**src/rtl/burst_seq_pkg.sv**
```systemverilog
package burst_seq_pkg;

  localparam int TURN_LSB = 16;
  localparam int DIV_LSB  = 20;
  localparam int LAT_LSB  = 24;
  localparam int FIELD_W  = 4;

  typedef enum logic [1:0] {
    SQ_IDLE  = 2'd0,
    SQ_BURST = 2'd1,
    SQ_TURN  = 2'd2
  } seqState_t;

  typedef struct packed {
    logic load;      // accepting edge: capture config, reset counters
    logic run;       // chip select phase
    logic turnLoad;  // last beat: load turnaround counter
    logic turning;   // turnaround phase
  } seqStrb_t;

endpackage

```
**src/rtl/burst_seq_ctrl.sv**
```systemverilog
module burst_seq_ctrl
  import burst_seq_pkg::*;
(
  input  logic     clk,
  input  logic     rst_n,
  input  logic     startReq,
  input  logic     lastBeat,
  input  logic     turnDone,
  output seqStrb_t strb,
  output logic     chipSel,
  output logic     ready
);

  seqState_t state, stateNext;

  always_comb begin
    stateNext = state;
    case (state)
      SQ_IDLE:  if (startReq) stateNext = SQ_BURST;
      SQ_BURST: if (lastBeat) stateNext = SQ_TURN;
      SQ_TURN:  if (turnDone) stateNext = SQ_IDLE;
      default:  stateNext = SQ_IDLE;
    endcase
  end

  always_ff @(posedge clk or negedge rst_n) begin
    if (!rst_n) state <= SQ_IDLE;
    else        state <= stateNext;
  end

  always_comb begin
    strb.load     = (state == SQ_IDLE) && startReq;
    strb.run      = (state == SQ_BURST);
    strb.turnLoad = (state == SQ_BURST) && lastBeat;
    strb.turning  = (state == SQ_TURN);
  end

  assign chipSel = (state == SQ_BURST);
  assign ready   = (state == SQ_IDLE);

  AST_BUSY_HOLD: assert property (@(posedge clk) disable iff (!rst_n)
    (state == SQ_BURST && !lastBeat) |=> (state == SQ_BURST));

  AST_TURN_NOT_READY: assert property (@(posedge clk) disable iff (!rst_n)
    (state == SQ_TURN && !turnDone) |=> !ready);

endmodule

```
**src/rtl/burst_seq_datapath.sv**
```systemverilog
module burst_seq_datapath
  import burst_seq_pkg::*;
#(
  parameter int LEN_W = 8
) (
  input  logic             clk,
  input  logic             rst_n,
  input  seqStrb_t         strb,
  input  logic [31:0]      timingCfg,
  input  logic [LEN_W-1:0] burstLen,
  output logic             lastBeat,
  output logic             turnDone,
  output logic             memClk,
  output logic             dataValid
);

  localparam int PER_W = LEN_W + 2;

  logic [FIELD_W-1:0] divR, latR, turnR;
  logic [LEN_W-1:0]   lenM1;
  logic [FIELD_W-1:0] ph, phNext;
  logic [PER_W-1:0]   per, perNext;
  logic               lead, leadNext;
  logic [FIELD_W-1:0] turnCnt;
  logic               memClkQ;

  logic [FIELD_W-1:0] divIn;
  logic [FIELD_W:0]   half;
  logic [PER_W-1:0]   firstPer, lastPer;
  logic               periodEnd, runNext, memClkNext;

  // Divide field 0 is reserved: fall back to the shortest legal period
  assign divIn = (timingCfg[DIV_LSB +: FIELD_W] == '0) ? FIELD_W'(1)
                                                       : timingCfg[DIV_LSB +: FIELD_W];

  always_ff @(posedge clk or negedge rst_n) begin
    if (!rst_n) begin
      divR  <= '1;
      latR  <= '1;
      turnR <= '1;
      lenM1 <= '0;
    end else if (strb.load) begin
      divR  <= divIn;
      latR  <= timingCfg[LAT_LSB +: FIELD_W];
      turnR <= timingCfg[TURN_LSB +: FIELD_W];
      lenM1 <= (burstLen == '0) ? '0 : burstLen - LEN_W'(1);
    end
  end

  // Period P = divR + 1; high for floor(P/2) cycles
  assign half      = ({1'b0, divR} + (FIELD_W+1)'(1)) >> 1;
  assign firstPer  = PER_W'(latR) + PER_W'(1);
  assign lastPer   = firstPer + PER_W'(lenM1);
  assign periodEnd = !lead && (ph == divR);

  assign dataValid = strb.run && periodEnd && (per >= firstPer) && (per <= lastPer);
  assign lastBeat  = strb.run && periodEnd && (per == lastPer);

  always_comb begin
    leadNext = lead;
    phNext   = ph;
    perNext  = per;
    if (strb.load) begin
      leadNext = 1'b1;
      phNext   = '0;
      perNext  = '0;
    end else if (strb.run) begin
      if (lead) begin
        leadNext = 1'b0;
      end else if (ph == divR) begin
        phNext  = '0;
        perNext = per + PER_W'(1);
      end else begin
        phNext = ph + FIELD_W'(1);
      end
    end
  end

  assign runNext    = strb.load || (strb.run && !lastBeat);
  assign memClkNext = runNext && !leadNext && ({1'b0, phNext} < half);

  always_ff @(posedge clk or negedge rst_n) begin
    if (!rst_n) begin
      lead    <= 1'b0;
      ph      <= '0;
      per     <= '0;
      memClkQ <= 1'b0;
    end else begin
      lead    <= leadNext;
      ph      <= phNext;
      per     <= perNext;
      memClkQ <= memClkNext;
    end
  end

  assign memClk = memClkQ;

  always_ff @(posedge clk or negedge rst_n) begin
    if (!rst_n)                          turnCnt <= '0;
    else if (strb.turnLoad)              turnCnt <= turnR;
    else if (strb.turning && turnCnt != '0) turnCnt <= turnCnt - FIELD_W'(1);
  end

  assign turnDone = (turnCnt == '0);

  AST_MCLK_NEEDS_CS: assert property (@(posedge clk) disable iff (!rst_n)
    memClk |-> strb.run);

  AST_NO_CLK_IN_TURN: assert property (@(posedge clk) disable iff (!rst_n)
    strb.turning |-> !memClk);

  AST_DV_ON_LOW: assert property (@(posedge clk) disable iff (!rst_n)
    dataValid |-> !memClk);

  AST_PHASE_RANGE: assert property (@(posedge clk) disable iff (!rst_n)
    strb.run |-> (ph <= divR));

  AST_CFG_HELD: assert property (@(posedge clk) disable iff (!rst_n)
    (strb.run && !lastBeat) |=> $stable({divR, latR, turnR, lenM1}));

  AST_DIV_NONZERO: assert property (@(posedge clk) disable iff (!rst_n)
    strb.run |-> (divR != '0));

endmodule

```
**src/rtl/burst_clk_seq.sv**
```systemverilog
module burst_clk_seq
  import burst_seq_pkg::*;
#(
  parameter int LEN_W = 8
) (
  input  logic             clk,
  input  logic             rst_n,
  input  logic [31:0]      timingCfg,
  input  logic             startReq,
  input  logic [LEN_W-1:0] burstLen,
  output logic             memClk,
  output logic             chipSel,
  output logic             dataValid,
  output logic             ready
);

  seqStrb_t strb;
  logic     lastBeat, turnDone;

  burst_seq_ctrl u_ctrl (
    .clk      (clk),
    .rst_n    (rst_n),
    .startReq (startReq),
    .lastBeat (lastBeat),
    .turnDone (turnDone),
    .strb     (strb),
    .chipSel  (chipSel),
    .ready    (ready)
  );

  burst_seq_datapath #(.LEN_W(LEN_W)) u_dp (
    .clk       (clk),
    .rst_n     (rst_n),
    .strb      (strb),
    .timingCfg (timingCfg),
    .burstLen  (burstLen),
    .lastBeat  (lastBeat),
    .turnDone  (turnDone),
    .memClk    (memClk),
    .dataValid (dataValid)
  );

  AST_READY_IDLE_BUS: assert property (@(posedge clk) disable iff (!rst_n)
    ready |-> (!chipSel && !memClk && !dataValid));

  AST_DV_IN_CS: assert property (@(posedge clk) disable iff (!rst_n)
    dataValid |-> chipSel);

endmodule

```
**config.mk**
```make
export PLATFORM = sky130hd
export DESIGN_NAME = burst_clk_seq
export DESIGN_NICKNAME = d
export VERILOG_FILES = /design/src/rtl/burst_seq_pkg.sv /design/src/rtl/burst_seq_ctrl.sv /design/src/rtl/burst_seq_datapath.sv /design/src/rtl/burst_clk_seq.sv
export SDC_FILE = /design/constraint.sdc
export NUM_CORES = 1
export LEC_CHECK = 0
export ABC_AREA = 1
export CAP_MARGIN = 5
export CORE_ASPECT_RATIO = 1.1
export CORE_MARGIN = 2
export CORE_UTILIZATION = 55
export CTS_BUF_LIST = sky130_fd_sc_hd__clkbuf_8
export DETAILED_ROUTE_END_ITERATION = 8
export PLACE_DENSITY = 0.82
export REMOVE_ABC_BUFFERS = 1
export SLEW_MARGIN = 20
export SYNTH_ARGS = -nofsm -noshare
export SYNTH_HDL_FRONTEND = slang
export SYNTH_HIERARCHICAL = 1
export SYNTH_SLANG_ARGS = --single-unit
```
**constraint.sdc**
```tcl
create_clock -name clk -period 3.6 [get_ports clk]
set_clock_uncertainty 0.05 [all_clocks]
set_input_delay 0.36 -clock clk [delete_from_list [all_inputs] [get_ports clk]]
set_output_delay 0.36 -clock clk [all_outputs]
set_load 0.1 [all_outputs]
```
# Word-level counts from Yosys, hierarchy flattened
# Index checks and enable logic that the tools add are counted.
op_classes:
  n_mux: 18
  n_bitwise: 0
  n_lt_le_gt_ge: 3
  eq_ne: 8
  n_addsub: 7
  shifts: 0
  multipliers: 0
  n_div: 0
  n_reduce_logical: 25
op_table:
  columns: ["operator", "n"]
  rows:
  - ["10-bit two-way mux", 4]
  - ["4-bit two-way mux", 7]
  - ["1-bit logical AND", 11]
  - ["10-bit by 1-bit adder with 10-bit output, second input constant", 1]
  - ["10-bit by 8-bit adder with 10-bit output", 1]
  - ["4-bit by 1-bit adder with 5-bit output, second input constant", 2]
  - ["10-bit == test", 1]
  - ["10-bit greater-or-equal comparator", 1]
  - ["10-bit less-or-equal comparator", 1]
  - ["4-bit zero test", 2]
  - ["8-bit zero test", 1]
  - ["8-bit two-way mux", 1]
  - ["8-bit by 1-bit subtractor with 8-bit output, second input constant", 1]
  - ["2-bit two-way mux", 3]
  - ["2-bit one-hot mux with 3 select lines", 1]
  - ["3-bit AND reduction", 2]
  - ["2-bit nonzero test", 3]
  - ["4-bit by 1-bit adder with 4-bit output, second input constant", 1]
  - ["4-bit == test", 1]
  - ["4-bit < comparator", 1]
  - ["2-bit by 1-bit != test with 1-bit output, second input constant", 2]
  - ["2-bit != test, second input constant", 2]
  - ["4-bit nonzero test", 1]
  - ["4-bit by 1-bit subtractor with 4-bit output, second input constant", 1]
  - ["other kinds (6)", 9]
word_totals:
  output_inout_bits: 4
  wordCells: 71
  ramBits: 0
  romBits: 0
  register_bits: 42
  inputBits: 43
  n_memories: 0
  latch_bits: 0

# Depth between registers and ports, before layout
logic_depth:
  word_depth: 9
  ltp_mapped: 21
  depth_no_buf: 21

# By module
# The synthesis kept the hierarchy.
by_module_without_submodules:
  columns: ["mod", "cells_each", "area_each_um2", "seq_area_each_um2", "n_inst"]
  rows:
  - ["burst_seq_datapath", 342, 2718.9, 1016.0, 1]
  - ["burst_seq_ctrl", 19, 128.9, 50.0, 1]

# Worst setup path after synthesis
# Ideal clock, no wire load.
synth_timing:
  path_type: "register to output"
  startpoint: "register u_dp.latR[0]"
  endpoint: "output dataValid"
  required_ns: 3.190
  slack_ns: -0.810
  arrival_ns: 4.000
  path_buffers: 0
  path_stages_with_launch: 14
  cell_sequence: "dfstp_2 -> ha_1 -> inv_1 -> fa_1 -> o21ai_0 -> nand2_1 -> a21oi_1 -> nand3_1 -> ha_1 -> nand2_1 -> nor2_1 -> and3_1 -> nand3_1 -> a21oi_1"
synth_via:
  elab_chain_cells: 4
  word_cells_on_any_way: 6
  classes_between: "add/sub (2); order compare (2); reduce/logical (2)"
synth_lines:
  columns: ["item", "line_no", "text"]
  rows:
  - ["start: declaration", "burst_seq_datapath.sv:19", "logic [FIELD_W-1:0] divR, latR, turnR;"]
  - ["start signal: assignment", "burst_seq_datapath.sv:44", "latR <= timingCfg[LAT_LSB +: FIELD_W];"]
  - ["4-bit by 1-bit adder with 5-bit output (*)", "burst_seq_datapath.sv:52", "assign firstPer = PER_W'(latR) + PER_W'(1);"]
  - ["10-bit by 8-bit adder with 10-bit output or 10-bit greater-or-equal comparator (tied branches)", "burst_seq_datapath.sv:53, burst_seq_datapath.sv:56", null]
  - ["10-bit less-or-equal comparator or 1-bit logical AND (tied branches)", "burst_seq_datapath.sv:56", "assign dataValid = strb.run && periodEnd && (per >= firstPer) && (per <= lastPer);"]
  - ["1-bit logical AND (*)", "burst_seq_datapath.sv:56", null]
  - ["end: declaration", "burst_clk_seq.sv:13", "output logic dataValid,"]
# Mark *: on every way between the ends. The rest lies on a longest branch, timed or not.

# Worst setup path after layout
layout_timing:
  startpoint: "register u_dp.latR[1]"
  endpoint: "output dataValid"
# The elaborated chain is that of the path after synthesis.

==> metrics <==
outcome complete, but fails checks; failing checks setup timing; Layout Utilization 71.2%; Net Sw Frac 20.2%; final wirelength 5970 um; Final Worst Setup Slack -0.118 ns; Power Dens Cells 246 nW/um^2; crit path cell chain nand3_2 > xor2_2 > ha_1 > buf_4 > buf_4 > a21oi_2 > o21ai_1 > xor2_1 > ha_1 > nand2_2 > nor2_2 > and3_4 > nand3_4 > a21oi_2 > buf_4 > buf_12; Net Switching 0.000177 W; vias in the first global route 2,438; Yosys reg bits 42; Final ANT Viol Nets 0; Required @ worst endpoint 3.19 ns; Worst Path Arrival 3.31 ns; combinational group share of total power 5.1%; crit path buf inv count 4; slew margin rel. 35.9%; CTS Sinks 42; Area contributors post-synth dfrtp_1 26%, ha_1 13%, dfstp_2 11%; Peak VDD IR 0.000166 V; setup violators final 1; number of CTS-inserted buffers 5; initial core utilization 57.0%; drt drc 0; RSZ-0062 raised after global routing true; Tot GR Track Use 22.1%; clock-pin slew on the worst setup and hold paths 0.08 ns; DRT iter0 DRCs 126; Core Area 5000 um^2; Commonest cells post-synth 77 x nand2_1, 56 x inv_1, 30 x dfrtp_1, 29 x ha_1, 24 x o21ai_0; I/O pin count 47; grt total ovfl 0; first-pass iteration count of the detailed router 4; crit path capture type output pin; fraction of registers with async set/reset 100%; Syn Inst Count 361; die area 5770 um^2; internal power 0.000699 W; sequential element share of the synthesized area 37.4%; clock share of power 41.1%; Area growth syn-to-layout 25.0%; Pleak 1.84 nW; Post-synth EDFFs 0; Slew Viols, Final 0; Final min period 3.72 ns; Synth top area share 26.4%; count of different cell masters after synthesis 33; hold crit path type input pin to async pin; ys flop type dfrtp_1; CTS tree done; final hold violations 0; type of origin of the critical path flip-flop; fin crit share 103%; Tot Pwr 0.000877 W; Syn Area/Cell 7.89 um^2; Clock Latency Late Sink 0.29 ns; DP HPWL 4230 um; Seq pwr share 53.9%; share of cells above drive strength 1 18.6%; routed via count 2,481; Ant. Diodes 0; Crit-path slowest cell dfstp_2; Post-Route Setup TNS -0.118 ns; CTS root buf clkbuf_8; FP Rows 27; clk buf depth 2; most frequent cell after synthesis nand2_1; initial antenna violation count 0; Die Span Y 79.5 um; GPL Wtd Cong 0.823; port bufs 26; Hold Slack 0.149 ns; synthesized cell area 2850 um^2; fmax 269 MHz; Layout Cell Area excl Fill 3560 um^2; H-tree levels 2; Synth area leader dfrtp_1; Least-Margin Pin Slew 0.959 ns; CTS Hold Buffers Added 0; max cap viols 0; WL per Instance 12.7 um; maximum net fanout on the critical path 3; Vias per Instance 5.27; worst setup path category flip-flop to output pin; Top cell by count, worst path buf_4; global-route wire length before repair 10,100 um; delay of the slowest critical-path stage 0.58 ns; Synth Warn # 6; die width 72.6 um; largest delay contributor family on the critical path adder cells; pin count of the biggest net entering global routing 43; Nets 485; dpl cell area 3250 um^2
==> layout by cell type (no fill, tap or decap), drive strengths merged, types with 2 or more instances in the layout <==
| cell | netlist | layout |
|---|---|---|
| nand2 | 79 | 79 |
| inv | 61 | 63 |
| dfrtp | 30 | 30 |
| ha | 29 | 29 |
| nor2 | 27 | 27 |
| buf | 2 | 26 |
| clkdlybuf4s50 | 0 | 24 |
| o21ai | 24 | 24 |
| nand3 | 23 | 23 |
| a21oi | 19 | 19 |
| xor2 | 16 | 16 |
| dfstp | 12 | 12 |
| nor3 | 10 | 10 |
| xnor2 | 7 | 7 |
| clkbuf | 4 | 5 |
| o22ai | 4 | 4 |
| o211ai | 2 | 2 |
| o221ai | 2 | 2 |
| and3 | 2 | 2 |
==> path summary, 6_finish.rpt <==
| path | endpoint | from | cells after the start | slack, ns |
|---|---|---|---|---|
| setup / recovery | dataValid | u_dp/latR[1] | 16 | -0.12 |
| hold / removal | u_dp/turnCnt[1] | rst_n | 1 | 0.15 |
| setup reg to reg | u_dp/turnCnt[0] | u_dp/latR[1] | 21 | 0.22 |
| hold reg to reg | u_dp/turnR[2] | u_dp/turnR[2] | 2 | 0.42 |
| max in group asynchronous | u_dp/lenM1[2] | rst_n | 1 | 2.77 |
| min in group clk | u_dp/turnR[2] | u_dp/turnR[2] | 2 | 0.42 |
==> per-layer routing <==
layer | track usage (%) | wire [um] | vias to the layer above
met5 | 0 | 0 | -
met4 | 9.63 | 132 | 0
met3 | 3.16 | 143 | 12
met2 | 41.4 | 3170 | 55
met1 | 24.3 | 2520 | 1146
li1 | - | - | 1268
==> flip-flops by register name (all words and copies together), names as in the netlist <==
signal,cells
u_dp/memClk,1
u_ctrl/state,2
u_dp/turnCnt,4
u_dp/per,10
u_dp/latR,4
u_dp/lead,1
u_dp/lenM1,8
u_dp/divR,4
u_dp/turnR,4
u_dp/ph,4
==> stage by stage <==
stage                     setup slack [ns]  cells
final                               -0.118    471
after CTS                           -0.168    468
after floorplan                     -0.810    355
after detailed placement           -0.0624    451
after global placement             -0.0121    451
after global routing                -0.338    471
==> power groups by stage <==
stage	Sequential [W]	Clock [W]	Combinational, W
final	0.000472	0.000360	0.0000446
after global routing	0.000472	0.000385	0.0000502
after CTS	0.000472	0.000371	0.0000458
after detailed placement	0.000481	0	0.0000457
after global placement	0.000481	0	0.0000447
after floorplan	0.000481	0	0.00000936
==> cell type report <==
| cell class | count | area (um^2) |
|---|---|---|
| tap | 58 | 72.6 |
| inverter | 61 | 234 |
| fill | 380 | 1440 |
| clock buffer | 5 | 68.8 |
| multi-input combinational | 252 | 1640 |
| sequential | 42 | 1070 |
| timing repair buffer | 50 | 445 |
| clock inverter | 3 | 37.5 |
==> repair_timing <==
| action | in CTS | in global routing |
|---|---|---|
| hold endpoints to repair | 0 | 0 |
| resized for setup | 13 | 13 |
| buffers inserted | 9 | 3 |
| setup endpoints to repair | 5 | 5 |
| pin swaps | 8 | 14 |
==> logic make-up after synthesis <==
group                      after synthesis  share of synthesized area, %
AOI/OAI and AO/OA                       55                          10.9
xor gates and xnor gates                23                          7.07
buffers and inverters                   67                          9.18
and+or+nand+nor                        144                          22.0
adders and majority gates               30                          13.4
DFF                                     42                          37.4
(Power assumes the default switching activity.)
